### src/rtl/root_err_collector.sv
module root_err_collector #(
  parameter int SRC_W = 16,
  parameter int VEC_W = 5
) (
  input  logic             clk,
  input  logic             rst_n,
  input  logic             msg_valid,
  input  logic [1:0]       msg_sev,
  input  logic [SRC_W-1:0] msg_src,
  input  logic             cmd_we,
  input  logic [2:0]       cmd_wdata,
  input  logic             clr_we,
  input  logic [6:0]       clr_mask,
  input  logic             vec_we,
  input  logic [VEC_W-1:0] vec_wdata,
  input  logic             msg_mode,
  output logic [2:0]       root_cmd,
  output logic [6:0]       root_stat,
  output logic [SRC_W-1:0] cor_src,
  output logic [SRC_W-1:0] unc_src,
  output logic [VEC_W-1:0] vec,
  output logic             irq_level,
  output logic             irq_pulse,
  output logic [VEC_W-1:0] irq_vec
);
  localparam int B_COR = 0, B_MCOR = 1, B_UNC = 2, B_MUNC = 3, B_FFAT = 4, B_NFAT = 5, B_FAT = 6;

  logic [6:0]       stat_c, stat_n;
  logic [SRC_W-1:0] cor_n, unc_n;
  logic [2:0]       cmd_n;
  logic             cond_pre, cond_nxt, rise;

  function automatic logic [2:0] rcv_map(input logic [6:0] s);
    return {s[B_FAT], s[B_NFAT], s[B_COR]};
  endfunction

  assign stat_c = clr_we ? (root_stat & ~clr_mask) : root_stat;
  assign cmd_n  = cmd_we ? cmd_wdata : root_cmd;

  always_comb begin
    stat_n = stat_c;
    cor_n  = cor_src;
    unc_n  = unc_src;
    if (msg_valid && msg_sev == 2'd1) begin
      if (stat_c[B_COR]) stat_n[B_MCOR] = 1'b1;
      else               cor_n = msg_src;
      stat_n[B_COR] = 1'b1;
    end
    if (msg_valid && msg_sev[1]) begin
      if (stat_c[B_UNC]) stat_n[B_MUNC] = 1'b1;
      else               unc_n = msg_src;
      stat_n[B_UNC] = 1'b1;
      if (msg_sev[0]) begin
        if (!stat_c[B_UNC]) stat_n[B_FFAT] = 1'b1;
        stat_n[B_FAT] = 1'b1;
      end else begin
        stat_n[B_NFAT] = 1'b1;
      end
    end
  end

  assign cond_pre = |(rcv_map(stat_c) & root_cmd);
  assign cond_nxt = |(rcv_map(stat_n) & cmd_n);
  assign rise     = (msg_valid || cmd_we) && cond_nxt && !cond_pre;

  always_ff @(posedge clk) begin
    if (!rst_n) begin
      root_cmd  <= '0;
      root_stat <= '0;
      cor_src   <= '0;
      unc_src   <= '0;
      vec       <= '0;
      irq_level <= 1'b0;
      irq_pulse <= 1'b0;
      irq_vec   <= '0;
    end else begin
      root_cmd  <= cmd_n;
      root_stat <= stat_n;
      cor_src   <= cor_n;
      unc_src   <= unc_n;
      if (vec_we) vec <= vec_wdata;
      irq_pulse <= msg_mode && rise;
      if (msg_mode && rise) irq_vec <= vec;
      if (msg_mode)    irq_level <= 1'b0;
      else if (cmd_we) irq_level <= cond_nxt;
      else if (rise)   irq_level <= 1'b1;
    end
  end
endmodule

### config.mk
export PLATFORM = sky130hd
export DESIGN_NAME = root_err_collector
export DESIGN_NICKNAME = d
export VERILOG_FILES = /design/src/rtl/root_err_collector.sv
export SDC_FILE = /design/constraint.sdc
export NUM_CORES = 1
export LEC_CHECK = 0
export BUFFER_PORTS_ARGS = -buffer_cell sky130_fd_sc_hd__buf_2
export CAP_MARGIN = 5
export CORE_MARGIN = 2
export CORE_UTILIZATION = 49
export DETAILED_ROUTE_END_ITERATION = 7
export HOLD_SLACK_MARGIN = 0.08
export MAX_ROUTING_LAYER = met4
export PLACE_DENSITY = 0.79
export SYNTH_ARGS = -nofsm -noshare
export SYNTH_HDL_FRONTEND = slang
export SYNTH_SLANG_ARGS = --single-unit
### constraint.sdc
create_clock -name clk -period 3.63 [get_ports clk]
set_input_delay 0.726 -clock clk [delete_from_list [all_inputs] [get_ports clk]]
set_output_delay 0.726 -clock clk [all_outputs]
set_load 0.01 [all_outputs]
* Word level (Yosys, flattened, before mapping) *
Index checks and enable logic that the tools add are counted.

word-level totals
  flip-flop bits (word level) = 54
  input port bits = 40
  output and inout port bits = 54
  word-level logic and storage cells = 41

operators by class
  eq/ne operators = 1
  multiplexer cells = 12
  bitwise gates (word level) = 7
  reduce and logical (&&, ||, !) cells = 13

operators by type and width
  cell                  count
  $mux W1               8
  $and A7 B7 Y7         1
  $mux W7               1
  $not A7 Y7            1
  $and A3 B3 Y3         2
  $reduce_or A3 Y1      2
  $logic_and A1 B1 Y1   5
  $mux W5               1
  $reduce_and A2 Y1     2
  $mux W3               1
  $not A1 Y1            3
  $eq A2 B1 Y1 const B  1
  $mux W2               1
  $reduce_bool A2 Y1    1
  $reduce_or A2 Y1      1
  $logic_not A1 Y1      1
  $logic_or A1 B1 Y1    1

* Longest topological paths before layout *
Gate-level depths: netlist of the first run.

  depth after elaboration = 12
  depth in mapped cells = 7
  depth with buffers taken out = 5

* Least setup slack after synthesis of the first run *
No wires, ideal clock.

  path kind = input port to flip-flop
  start = in cmd_we
  end = reg irq_vec[0]
  setup time = 132 ps
  data arrival time = 1,666 ps
  required time = 3,498 ps
  slack = 1,832 ps
  stages on the path = 6
  buffers on the path = 1
  path through = buf_6 > mux2i_2 > a21oi_2 > or3_4 > nand3_1 > a21oi_1

on the way
  word-level cells in the longest chain between the ends = 6
  elaborated cells on any way between the ends = 7
  classes of those cells = mux (1); bitwise (1); reduce/logical (5)

ends and longest elaborated chain
  element                               line  RTL
  from (decl)                           10    input logic cmd_we,
  $mux W3                               38    assign cmd_n = cmd_we ? cmd_wdata : root_cmd;
  $and A3 B3 Y3                         63    assign cond_nxt = |(rcv_map(stat_n) & cmd_n);
  $reduce_or A3 Y1                      63
  $logic_and A1 B1 Y1 (*) (2 in a row)  64    assign rise = (msg_valid || cmd_we) && cond_nxt && !cond_pre;
  $logic_and A1 B1 Y1 (*)               83    if (msg_mode && rise) irq_vec <= vec;
  to (signal assigned)                  83
  to (decl)                             24    output logic [VEC_W-1:0] irq_vec

Mark *: on every way between the ends. The rest lies on a longest branch, timed or not.
A chain may end at the register's enable or synchronous reset.

* Worst setup path in the final report of the first run *
  start = in cmd_we
  end = reg irq_level

on the way
  word-level cells in the longest chain between the ends = 6
  elaborated cells on any way between the ends = 8
  classes of those cells = mux (2); bitwise (1); reduce/logical (5)

ends and longest elaborated chain
  element                           line  RTL
  $mux W3                           38
  $and A3 B3 Y3                     63
  $reduce_or A3 Y1                  63
  $logic_and A1 B1 Y1 (2 in a row)  64
  $reduce_bool A2 Y1 (no line)      n/a
  to (signal assigned)              85    else if (cmd_we) irq_level <= cond_nxt;
  to (decl)                         22    output logic irq_level,

Several ways; a longest one is shown, not always the timed one.

==> implementation parameters, run 1 <==
Parameter                              Value

Critical path
  Startpoint type of the worst setup path ... input pin
  Critical path startpoint ... cmd_we
  Required time worst endpoint ... 3.79 ns
  Launching point of the worst reg2reg path ... root_stat[2]
  Slowest CP cell ... sky130_fd_sc_hd__nor3_4
  Maximum fanout encountered on the critical timing path ... 7
  Critical Path End Type ... flop
  List of cells traversed by the critical path ... buf_2 -> mux2i_1 -> a21oi_2 -> nor3_4 -> o22ai_1 -> nor3b_2
  Count of buffering cells on the critical path with inverters included ... 1
  Critical path's largest stage delay ... 0.30 ns
  Critical Setup Path Class ... in2reg
  Dominant delay contributor by cell family on the critical path ... simple AND/OR/NAND/NOR gates
  Worst path arrival time ... around 1.9 ns

Synth
  Most common library cells after synthesis ... 70 x sky130_fd_sc_hd__nand2_1, 54 x sky130_fd_sc_hd__dfxtp_1, 43 x sky130_fd_sc_hd__a21oi_1
  Leading cell type by number of instances after synthesis ... sky130_fd_sc_hd__nand2_1
  Yosys Warn Count ... 0
  Total nets after synthesis ... around 280
  Post-Syn Area per Cell ... 8.49 sq um
  Seq cells post-synth ... 54
  Library cells used by synthesis ... 32
  Synth top area share ... between 50% and 60%
  Synth Instances ... approximately 240
  Share of async-settable or async-resettable flops after synthesis ... 0%
  Cells taking the most area after synthesis ... sky130_fd_sc_hd__dfxtp_1 53%, sky130_fd_sc_hd__nand2_1 13%, sky130_fd_sc_hd__a21oi_1 10%, sky130_fd_sc_hd__mux2i_1 3.4%, sky130_fd_sc_hd__nor2_1 2.6%
  Top cell type by total area after synthesis ... sky130_fd_sc_hd__dfxtp_1
  Register area share after synthesis ... 52.6%
  Most frequently used flop master after synthesis ... sky130_fd_sc_hd__dfxtp_1
  Number of flops mapped to enable cells by yosys ... 0
  Cell area after synthesis ... between 0.002 and 0.0025 sq mm

Detailed routing
  Via count normalized by instance count ... 5.02
  Mean routed wirelength per cell ... 12.1 um
  Total DRC errors in the routed layout ... 0
  Drt pass-1 iters ... 4
  Post-detailed-route count of antenna-violating nets ... 0
  Routed wire length ... approximately 4600 um
  Via total after detailed routing ... 1,903
  Number of violations reported at the end of detailed-routing iteration 0 ... 67

Pwr
  Areal power density over the cells ... between 400 and 500 mW/mm^2
  Sw Pwr ... about 280 uW
  Logic pwr share ... about 12%
  Net Sw Frac ... 23.8%
  Leakage Power ... 0.00121 uW
  Internal Pwr Total ... approximately 880 uW
  Portion of total power attributed to sequential cells ... about 54%
  IR drop worst, VDD ... 0.000226 V
  Clk pwr share ... 33.4%

GRT
  Global route overflow ... 0
  First-pass GRT wire length ... 7100 um
  Pin count of the biggest net entering global routing ... 55
  Antenna violations before repair ... 0
  Total routing usage reported by global routing ... about a fifth
  Via count of the first global-routing pass ... 1,656

Timing
  Worst-case hold slack ... 0.454 ns
  Worst setup margin ... slightly below 2 ns
  Headroom to the max-slew limit ... 40.8%
  Final clock skew ... 0.00484 ns
  Portion of the clock cycle consumed by the worst path in the final layout ... a little under half
  Final sum of negative setup slack ... 0 ns
  Number of hold violations in the final report ... 0
  Worst-Margin Slew ... 0.887 ns
  Setup repair after global routing missed its margin ... no
  Number of failing setup endpoints in the final timing report ... 0
  Time the final worst path needs with I/O delays and setup ... 1.71 ns
  Highest clock rate ... approximately 600 MHz
  Max-slew violation total from the final report ... 0

Clock tree
  Post-CTS setup buffer count ... 0
  Hold-fix buffer count after cts ... 0
  Number of buffers added by the clock tree synthesis step ... 5
  Post-cts resize count ... 0
  Clock insertion delay at the later pin of the skew report ... 0.30 ns
  Maximum level of the CTS H-tree ... 2
  CTS Root Buffer Type ... sky130_fd_sc_hd__clkbuf_8
  Clock sinks ... 54
  Bufs on Longest Clock Path ... 2
  CTS tree ... done
  Clock edge transition at the registers on the reported setup and hold paths ... 0.09 ns

Hold path
  Hold WC Path Type ... reg2reg
  Launch point of the worst hold path ... unc_src[6]

Floorplan
  Initial core utilization ... between 50% and 60%
  Full die area ... 0.00473 sq mm
  Standard-cell rows ... 23
  Placeable core region ... 0.00403 sq mm
  Die Y-Extent ... 68.8 um
  Overall die width ... 68.8 um
  Ports placed on the boundary ... 94

Finish
  Diodes inserted ... 0
  Area used by sequential logic in the layout ... around 0.0011 sq mm
  Fraction of layout cells with a size suffix above 1 ... 34.7%
  Layout-stage area growth over the synthesis result ... 27.3%
  Final Instance Count excl. Fillers ... 379
  Core utilization of the finished layout ... 64.9%
  Area of the multi-input gates ... 886 sq um
  Filler Cells Inserted ... around 380
  Net count of the finished layout ... 368

Placement
  Placement Setup Slack ... 1.59 ns
  Port Buffers ... 93
  Post-DP HPWL ... 3320 um
  Routability Congestion ... roughly 0.75
  Total instance count after detailed placement ... 371

Status
  Outcome ... complete, no violations

Run
  Max-capacitance violation count ... 0
[power groups by stage]
stage | logic, uW | clock network, uW | registers (uW)
floorplan | 72.9 | 0 | 653
global placement | 140 | 0 | 642
detailed placement | 143 | 0 | 642
CTS | 143 | 398 | 629
global route | 158 | 421 | 632
finish | 141 | 386 | 628
[state kept, by name (all words and copies together), names as in the netlist]
name,flops
vec,5
cor_src,16
irq_vec,5
irq_level,1
irq_pulse,1
unc_src,16
root_stat,7
root_cmd,3
[final timing paths]
kind,depth (start not counted),to,slack (ns)
setup reg to reg,4,unc_src[15],2.17
setup / recovery,6,irq_level,1.92
hold reg to reg,2,unc_src[6],0.45
hold / removal,2,unc_src[6],0.45
[area by class of cell]
class                   count  share of cell area (%)
multi-input cells         170                    33.9
inverters                   4                   0.574
flip-flops and latches     54                    41.3
clock inverters             1                    1.15
repair buffers             93                    17.8
well taps                  50                    2.39
clock buffers               7                    2.92
[per-layer routing]
metal / wire (um) / part of all wire, % / global-route usage [%] / vias up
met2: 2140 / 47 / 33.9 / 52
li1: - / - / - / 977
met5: 0 / 0 / - / -
met4: 56 / 1.2 / 6.62 / 0
met1: 2130 / 46 / 24.5 / 868
met3: 265 / 5.8 / 5.36 / 6
[stage by stage]
stage	area [sq um]	total power, uW
after floorplan	2060	726
after global placement	2510	782
after detailed placement	2510	785
after CTS	2620	1170
after global routing	2620	1210
final	2620	1160
[worst min-delay path, cell delays in order (launching register included)]
cell and delay, ns:
sky130_fd_sc_hd__dfxtp_1 0.31, sky130_fd_sc_hd__nand2_1 0.05, sky130_fd_sc_hd__a21oi_1 0.05
[cell usage in the layout (no fill, tap or decap), types with 2 or more instances in the layout]
master	n
sky130_fd_sc_hd__buf_2	93
sky130_fd_sc_hd__nand2_1	70
sky130_fd_sc_hd__dfxtp_1	54
sky130_fd_sc_hd__a21oi_1	43
sky130_fd_sc_hd__nor2_1	14
sky130_fd_sc_hd__mux2i_1	7
sky130_fd_sc_hd__nand3_1	6
sky130_fd_sc_hd__o21ai_1	5
sky130_fd_sc_hd__clkbuf_8	5
sky130_fd_sc_hd__inv_1	3
sky130_fd_sc_hd__a21oi_2	3
sky130_fd_sc_hd__a21boi_2	2
sky130_fd_sc_hd__nor2_2	2
sky130_fd_sc_hd__a21bo_1	2
sky130_fd_sc_hd__a22oi_1	2
sky130_fd_sc_hd__clkbuf_1	2
[logic make-up (layout without fill, tap and decap cells)]
logic type | count (synthesis) | after routing | share of synthesized area (%)
compound gates | 61 | 61 | 17.4
mux | 8 | 8 | 4.08
simple gates | 101 | 101 | 21.6
flops | 54 | 54 | 52.6
buf+inv | 18 | 105 | 4.32
No activity file was read; power rests on OpenSTA's default activity.
==> run 2: changes to the inputs <==
--- a/config.mk
+++ b/config.mk
@@ -8,11 +8,11 @@
 export BUFFER_PORTS_ARGS = -buffer_cell sky130_fd_sc_hd__buf_2
 export CAP_MARGIN = 5
 export CORE_MARGIN = 2
-export CORE_UTILIZATION = 49
+export CORE_UTILIZATION = 46
 export DETAILED_ROUTE_END_ITERATION = 7
 export HOLD_SLACK_MARGIN = 0.08
 export MAX_ROUTING_LAYER = met4
-export PLACE_DENSITY = 0.79
+export PLACE_DENSITY = 0.75
 export SYNTH_ARGS = -nofsm -noshare
 export SYNTH_HDL_FRONTEND = slang
 export SYNTH_SLANG_ARGS = --single-unit
==> constraint.sdc (replaced) <==
create_clock -name clk -period 1.8 [get_ports clk]
set_input_delay 0.36 -clock clk [delete_from_list [all_inputs] [get_ports clk]]
set_output_delay 0.36 -clock clk [all_outputs]
set_load 0.01 [all_outputs]
==> run 2 against run 1 <==
Sequential power increased by 100%. Setup slack worse by 1.5 ns. Wire length grew 5.6%. Die area rose by 6.1%. First-iteration DRC count is 78% higher. Critical path type is now reg2reg. Worst hold slack got worse by 0.20 ns. Largest cell class unchanged. Via count up 1.2%. Cell count up 1.6%. Combinational power up 110%. Clock-buffer cell count decreased by 2. Final area increased by 2.9%. Sequential cell count did not move.
==> implementation parameters, run 2 (synthesis gave the netlist of run 1 again) <==
Parameter                              Value

Finish
  Fraction of layout cells with a size suffix above 1 ... 36.0% (+1.4 points)
  Core utilization of the finished layout ... 62.3% (-2.7 points)
  Top library cells by usage in the layout, fill and taps aside ... 93 x sky130_fd_sc_hd__buf_2, 70 x sky130_fd_sc_hd__nand2_1, 54 x sky130_fd_sc_hd__dfxtp_1
  Filler Cells Inserted ... 418 (+9.1%)
  Net count of the finished layout ... 372 (+1.1%)
  Leading cell type in the layout, fill and taps excluded ... sky130_fd_sc_hd__buf_2
  Post-layout instance area ... 0.00269 sq mm (+2.9%)
  Layout-stage area growth over the synthesis result ... 31.0%
  Registers with the most flip-flops ... cor_src x16, unc_src x16, root_stat x7
  Diodes inserted ... 0 (unchanged)

Timing
  Final clock skew ... 0.00479 ns (-0.0000464 ns)
  Portion of the clock cycle consumed by the worst path in the final layout ... 78.4%
  Final sum of negative setup slack ... 0 ns (unchanged)
  Number of hold violations in the final report ... 0 (unchanged)
  Worst-Margin Slew ... 0.693 ns (-0.194 ns)
  Number of failing setup endpoints in the final timing report ... 0 (unchanged)
  Time the final worst path needs with I/O delays and setup ... between 1 and 1.5 ns
  Max-slew violation total from the final report ... 0 (unchanged)
  Headroom to the max-slew limit ... 53.7% (+13 points)
  Highest clock rate ... 708 MHz
  Setup repair after global routing missed its margin ... no

Floorplan
  Initial core utilization ... 47.5% (-3.5 points)
  Standard-cell rows ... 24 (+4.3%)
  Ports placed on the boundary ... 94 (unchanged)
  Overall die width ... 70.9 um (+3.0%)
  Placeable core region ... 0.00432 sq mm (+7.3%)
  Full die area ... 0.00502 sq mm (+6.1%)
  Die Y-Extent ... 70.9 um (+3.0%)

GRT
  Antenna violations before repair ... 0 (unchanged)
  Pin count of the biggest net entering global routing ... 55 (unchanged)
  Global route overflow ... 0 (unchanged)
  Via count of the first global-routing pass ... 1,776 (+7.2%)
  First-pass GRT wire length ... 7750 um (+9.1%)
  Total routing usage reported by global routing ... 19.5% (-1.0 points)

Pwr
  IR drop worst, VDD ... 0.000545 V (+140%)
  Leakage Power ... 0.00125 uW (+3.3%)
  Areal power density over the cells ... 934 mW/mm^2 (+110%)

Clock tree
  Bufs on Longest Clock Path ... 2 (unchanged)
  Number of buffers added by the clock tree synthesis step ... 5 (unchanged)
  Post-cts resize count ... 0 (unchanged)
  Hold-fix buffer count after cts ... 0 (unchanged)
  Clock sinks ... 54 (unchanged)
  CTS tree ... done
  Maximum level of the CTS H-tree ... 2 (unchanged)
  CTS Root Buffer Type ... sky130_fd_sc_hd__clkbuf_8
  Clock insertion delay at the later pin of the skew report ... 0.30 ns (about the same)
  Post-CTS setup buffer count ... 0 (unchanged)
  Clock edge transition at the registers on the reported setup and hold paths ... 0.10 ns (about the same)

Placement
  Port Buffers ... 93 (unchanged)
  Placed instance area ... 0.00255 sq mm (+1.8%)
  Post-DP HPWL ... 3500 um (+5.3%)
  Routability Congestion ... 0.812 (+8.6%)

Detailed routing
  Mean routed wirelength per cell ... 12.6 um (+4.0%)
  Drt pass-1 iters ... 5 (+1)
  Via total after detailed routing ... 1,926 (+1.2%)
  Routed wire length ... 4850 um (+5.6%)
  Number of violations reported at the end of detailed-routing iteration 0 ... 119 (+78%)
  Via count normalized by instance count ... 5.00 (-0.37%)
  Post-detailed-route count of antenna-violating nets ... 0 (unchanged)
  Total DRC errors in the routed layout ... 0 (unchanged)

Critical path
  Critical Path End Type ... flop
  Maximum fanout encountered on the critical timing path ... 17 (+10)
  Slowest CP cell ... sky130_fd_sc_hd__nor2_2
  Dominant delay contributor by cell family on the critical path ... simple AND/OR/NAND/NOR gates
  Critical Setup Path Class ... reg2reg
  Worst path arrival time ... 1.66 ns (-0.21 ns)
  Critical path's largest stage delay ... 0.56 ns (+0.26 ns)
  List of cells traversed by the critical path ... a21boi_2 -> nor2_2 -> a22oi_1 -> nor2_1
  Count of buffering cells on the critical path with inverters included ... 0 (-1)
  Startpoint type of the worst setup path ... flop
  Worst R2R Path Depth ... 4 (unchanged)
  Instance count on the critical path ... 4 (-2)
  Required time worst endpoint ... 2.05 ns (-1.74 ns)

Run
  Max-capacitance violation count ... 0 (unchanged)

Status
  Outcome ... complete, no violations

Hold path
  Hold WC Path Type ... in2reg
  Hold Path Cell Cnt ... 2 (unchanged)
==> run 2: cell types whose count changed in the layout (fill, tap and decap cells not counted) <==
cell	previous run	this run
sky130_fd_sc_hd__buf_4	0	3
sky130_fd_sc_hd__bufinv_16	1	2
sky130_fd_sc_hd__clkbuf_1	2	0
sky130_fd_sc_hd__clkinv_4	0	1
sky130_fd_sc_hd__buf_12	0	1
==> run 2: path summary, 6_finish.rpt <==
check | slack, ns | to | from
hold reg to reg | 0.46 | cor_src[5] | cor_src[5]
setup / recovery | 0.39 | root_stat[4] | root_stat[2]
setup reg to reg | 0.39 | root_stat[4] | root_stat[2]
hold / removal | 0.26 | irq_level | msg_mode
==> run 2: layout make-up <==
| cell class | instances | area, sq um | area share [%] |
|---|---|---|---|
| multi-input cells | 170 | 886 | 32.9 |
| repair buffers | 97 | 508 | 18.9 |
| clock buffers | 5 | 68.8 | 2.56 |
| well taps | 52 | 65.1 | 2.42 |
| inverters | 4 | 15.0 | 0.558 |
| flip-flops and latches | 54 | 1080 | 40.1 |
| clock inverters | 3 | 68.8 | 2.56 |
==> run 2: metal layers <==
layer / up-vias / part of all wire (%) / GRT usage (%)
met3: 5 / 4.6 / 3.70
met5: - / 0 / -
met4: 0 / 1.1 / 5.87
met1: 884 / 45 / 24.1
met2: 52 / 49 / 32.6
li1: 985 / - / -
==> run 2: through the flow <==
stage | hold slack, ns | worst slack [ns] | std cells | total power [uW]
2_1_floorplan | 0.430 | 0.368 | 242 | 1460
3_3_place_gp | 0.439 | 0.225 | 377 | 1590
3_5_place_dp | 0.444 | 0.178 | 377 | 1590
4_1_cts | 0.252 | 0.378 | 385 | 2540
5_1_grt | 0.258 | 0.270 | 385 | 2620
6_report | 0.256 | 0.388 | 385 | 2520
==> run 2: power breakdown <==
group          switching [uW]  leakage [uW]  total, uW  internal, uW
sequential               25.1      0.000440       1270          1240
clock                     394     0.0000683        952           557
combinational             171      0.000738        297           126
==> run 2: worst register-to-register path, cell delays in order, from the launching register on <==
cell	delay, ns
sky130_fd_sc_hd__dfxtp_1	0.32
sky130_fd_sc_hd__a21boi_2	0.17
sky130_fd_sc_hd__nor2_2	0.56
sky130_fd_sc_hd__a22oi_1	0.19
sky130_fd_sc_hd__nor2_1	0.11
==> run 3: changes to the inputs <==
--- a/config.mk
+++ b/config.mk
@@ -8,11 +8,11 @@
 export BUFFER_PORTS_ARGS = -buffer_cell sky130_fd_sc_hd__buf_2
 export CAP_MARGIN = 5
 export CORE_MARGIN = 2
-export CORE_UTILIZATION = 46
+export CORE_UTILIZATION = 41
 export DETAILED_ROUTE_END_ITERATION = 7
 export HOLD_SLACK_MARGIN = 0.08
 export MAX_ROUTING_LAYER = met4
-export PLACE_DENSITY = 0.75
+export PLACE_DENSITY = 0.7
 export SYNTH_ARGS = -nofsm -noshare
 export SYNTH_HDL_FRONTEND = slang
 export SYNTH_SLANG_ARGS = --single-unit
==> constraint.sdc (replaced) <==
create_clock -name clk -period 1.2 [get_ports clk]
set_input_delay 0.24 -clock clk [delete_from_list [all_inputs] [get_ports clk]]
set_output_delay 0.24 -clock clk [all_outputs]
set_load 0.01 [all_outputs]
==> run 3 against run 2 <==
The flow now finishes with violations (setup timing). Cell count rose by 8.3%. Clock-buffer cell count increased by 1. Combinational power is 93% higher. Wire length grew 6.5%. Core utilization up 1.4 points. First-iteration DRC count down 30%. Critical path type unchanged. Largest cell class unchanged.
==> implementation parameters, run 3 (synthesis gave the netlist of run 1 again) <==
Parameter                              Value

Detailed routing
  Mean routed wirelength per cell ... 12.4 um (-1.7%)
  Via total after detailed routing ... 1,984 (+3.0%)
  Post-detailed-route count of antenna-violating nets ... 0 (unchanged)
  Routed wire length ... 5160 um (+6.5%)
  Via count normalized by instance count ... 4.76 (-4.9%)
  Total DRC errors in the routed layout ... 0 (unchanged)
  Number of violations reported at the end of detailed-routing iteration 0 ... 83 (-30%)
  Drt pass-1 iters ... 4 (-1)

Finish
  Diodes inserted ... 0 (unchanged)
  Fraction of layout cells with a size suffix above 1 ... 47.7% (+12 points)
  Leading cell type in the layout, fill and taps excluded ... sky130_fd_sc_hd__buf_2
  Filler Cells Inserted ... 447 (+6.9%)
  Net count of the finished layout ... 389 (+4.6%)
  Top library cells by usage in the layout, fill and taps aside ... 92 x sky130_fd_sc_hd__buf_2, 69 x sky130_fd_sc_hd__nand2_1, 47 x sky130_fd_sc_hd__dfxtp_1
  Registers with the most flip-flops ... cor_src x16, unc_src x16, root_stat x7
  Layout-stage area growth over the synthesis result ... 48.3%

Critical path
  Instance count on the critical path ... 5 (+1)
  Dominant delay contributor by cell family on the critical path ... compound AO/OA/AOI/OAI gates
  Worst R2R Path Depth ... 5 (+1)
  Critical path startpoint ... root_stat[5]
  Count of buffering cells on the critical path with inverters included ... 0 (unchanged)
  Maximum fanout encountered on the critical timing path ... 3 (-14)
  Critical Path End Type ... flop
  Worst path arrival time ... 1.50 ns (-0.16 ns)
  Critical path's largest stage delay ... 0.33 ns (-0.23 ns)
  Startpoint type of the worst setup path ... flop
  Reg2reg setup slack ... -0.10 ns (-0.49 ns)
  List of cells traversed by the critical path ... a21bo_4 -> o22a_4 -> a21oi_2 -> o22ai_1 -> nor3b_2
  Endpoint of the worst-slack reg-to-reg timing path ... irq_level
  Destination of the critical timing path ... irq_level
  Slowest CP cell ... sky130_fd_sc_hd__dfxtp_2
  Critical Setup Path Class ... reg2reg
  Launching point of the worst reg2reg path ... root_stat[5]
  Required time worst endpoint ... 1.39 ns (-0.66 ns)

Clock tree
  Clock edge transition at the registers on the reported setup and hold paths ... 0.09 ns (about the same)
  Number of buffers added by the clock tree synthesis step ... 5 (unchanged)
  CTS Root Buffer Type ... sky130_fd_sc_hd__clkbuf_8
  Maximum level of the CTS H-tree ... 2 (unchanged)
  Clock insertion delay at the later pin of the skew report ... 0.30 ns (about the same)
  Clock sinks ... 54 (unchanged)
  Bufs on Longest Clock Path ... 2 (unchanged)
  CTS tree ... done
  Hold-fix buffer count after cts ... 0 (unchanged)

Run
  Max-capacitance violation count ... 0 (unchanged)

Placement
  Post-DP HPWL ... 3650 um (+4.4%)
  Placement Setup Slack ... -0.261 ns (-0.439 ns)
  Routability Congestion ... 0.738 (-9.0%)
  Port Buffers ... 93 (unchanged)

Floorplan
  Full die area ... 0.00560 sq mm (+11%)
  Placeable core region ... 0.00479 sq mm (+11%)
  Standard-cell rows ... 25 (+4.2%)
  Ports placed on the boundary ... 94 (unchanged)
  Die Y-Extent ... 74.8 um (+5.6%)
  Initial core utilization ... 43.0% (-4.6 points)
  Overall die width ... 74.8 um (+5.6%)

Timing
  Final clock skew ... 0.00431 ns (-0.000479 ns)
  Number of failing setup endpoints in the final timing report ... 6 (+6)
  Worst-Margin Slew ... 0.267 ns (-0.426 ns)
  Setup repair after global routing missed its margin ... yes
  Time the final worst path needs with I/O delays and setup ... 1.30 ns (-0.108 ns)
  Headroom to the max-slew limit ... 82.1% (+28 points)
  Worst setup margin ... -0.104 ns (-0.492 ns)
  Number of hold violations in the final report ... 0 (unchanged)
  Portion of the clock cycle consumed by the worst path in the final layout ... 109% (+30 points)
  Max-slew violation total from the final report ... 0 (unchanged)
  Highest clock rate ... 767 MHz (+8.3%)
  Final sum of negative setup slack ... -0.546 ns (-0.546 ns)

GRT
  First-pass GRT wire length ... 7820 um (+0.89%)
  Antenna violations before repair ... 0 (unchanged)
  Pin count of the biggest net entering global routing ... 55 (unchanged)
  Total routing usage reported by global routing ... 18.8% (-0.72 points)
  Global route overflow ... 0 (unchanged)
  Via count of the first global-routing pass ... 1,769 (-0.39%)

Pwr
  Areal power density over the cells ... 1150 mW/mm^2 (+23%)
  Leakage Power ... 0.00136 uW (+8.9%)
  IR drop worst, VDD ... 0.000478 V (-12%)

Hold path
  Hold WC Path Type ... in2reg

Status
  Failing checks ... setup timing
  Outcome ... finished with violations
==> run 3: cell types whose count changed in the layout (fill, tap and decap cells not counted), moves of 5 or more <==
cell                      previous run  this run
sky130_fd_sc_hd__buf_4               3        14
sky130_fd_sc_hd__a21oi_1            43        37
sky130_fd_sc_hd__o21ai_1             5         0
sky130_fd_sc_hd__dfxtp_2             0         6
sky130_fd_sc_hd__o21ai_2             0         5
sky130_fd_sc_hd__dfxtp_1            54        47
sky130_fd_sc_hd__nand3_1             6         1
==> run 3: what timing repair did <==
action | CTS | global route
gates resized for setup | 15 | 19
hold endpoints to repair | 0 | 0
pin swaps | 5 | 9
setup endpoints to repair | 23 | 33
gates cloned | 0 | 1
buffers inserted | 1 | 1
==> run 3: worst min-delay path by stage <==
stage,startpoint,end,cells past startpoint
after floorplan,msg_mode,irq_level,1
after detailed placement,cor_src[8],cor_src[8],2
after global routing,msg_mode,irq_level,2
after CTS,msg_mode,irq_level,2
final,msg_mode,irq_level,2
after global placement,cor_src[5],cor_src[5],2
==> run 3: worst register-to-register path, stage by stage (launching register included) <==
cell and delay [ns]:
sky130_fd_sc_hd__dfxtp_2 0.33, sky130_fd_sc_hd__a21bo_4 0.23, sky130_fd_sc_hd__o22a_4 0.27, sky130_fd_sc_hd__a21oi_2 0.13, sky130_fd_sc_hd__o22ai_1 0.07, sky130_fd_sc_hd__nor3b_2 0.16
==> run 3: final cells by class <==
cell class / count / area [sq um] / share of cell area, %
flip-flops and latches: 54 / 1090 / 35.8
repair buffers: 114 / 713 / 23.4
well taps: 67 / 83.8 / 2.75
multi-input cells: 170 / 1050 / 34.4
clock inverters: 2 / 12.5 / 0.411
inverters: 4 / 15.0 / 0.493
clock buffers: 6 / 82.6 / 2.71
==> run 3: power breakdown <==
| part | internal, uW | leakage [uW] | switching [uW] |
|---|---|---|---|
| Clock | 465 | 0.0000472 | 571 |
| Sequential | 1860 | 0.000443 | 43.9 |
| Combinational | 274 | 0.000867 | 299 |
| Total | 2600 | 0.00136 | 913 |
==> run 3: routing by layer <==
layer  part of all wire [%]  global-route usage (%)  wire length [um]  vias up
li1                       -                       -                 -     1014
met1                     45                    22.9              2340      913
met2                     50                    30.6              2560       52
met3                    3.7                    2.95               189        5
met4                    1.5                    8.93                76        0
met5                      0                       -                 0        -
==> run 3: metrics by stage <==
stage,utilization (%),total power (uW),instances,hold slack [ns],area [sq um]
floorplan,-,2220,242,0.310,2110
global placement,57.9,2460,406,0.439,2770
detailed placement,57.9,2460,406,0.444,2770
CTS,61.3,3520,415,0.127,2930
global route,63.7,3690,417,0.158,3050
finish,63.7,3520,417,0.170,3050
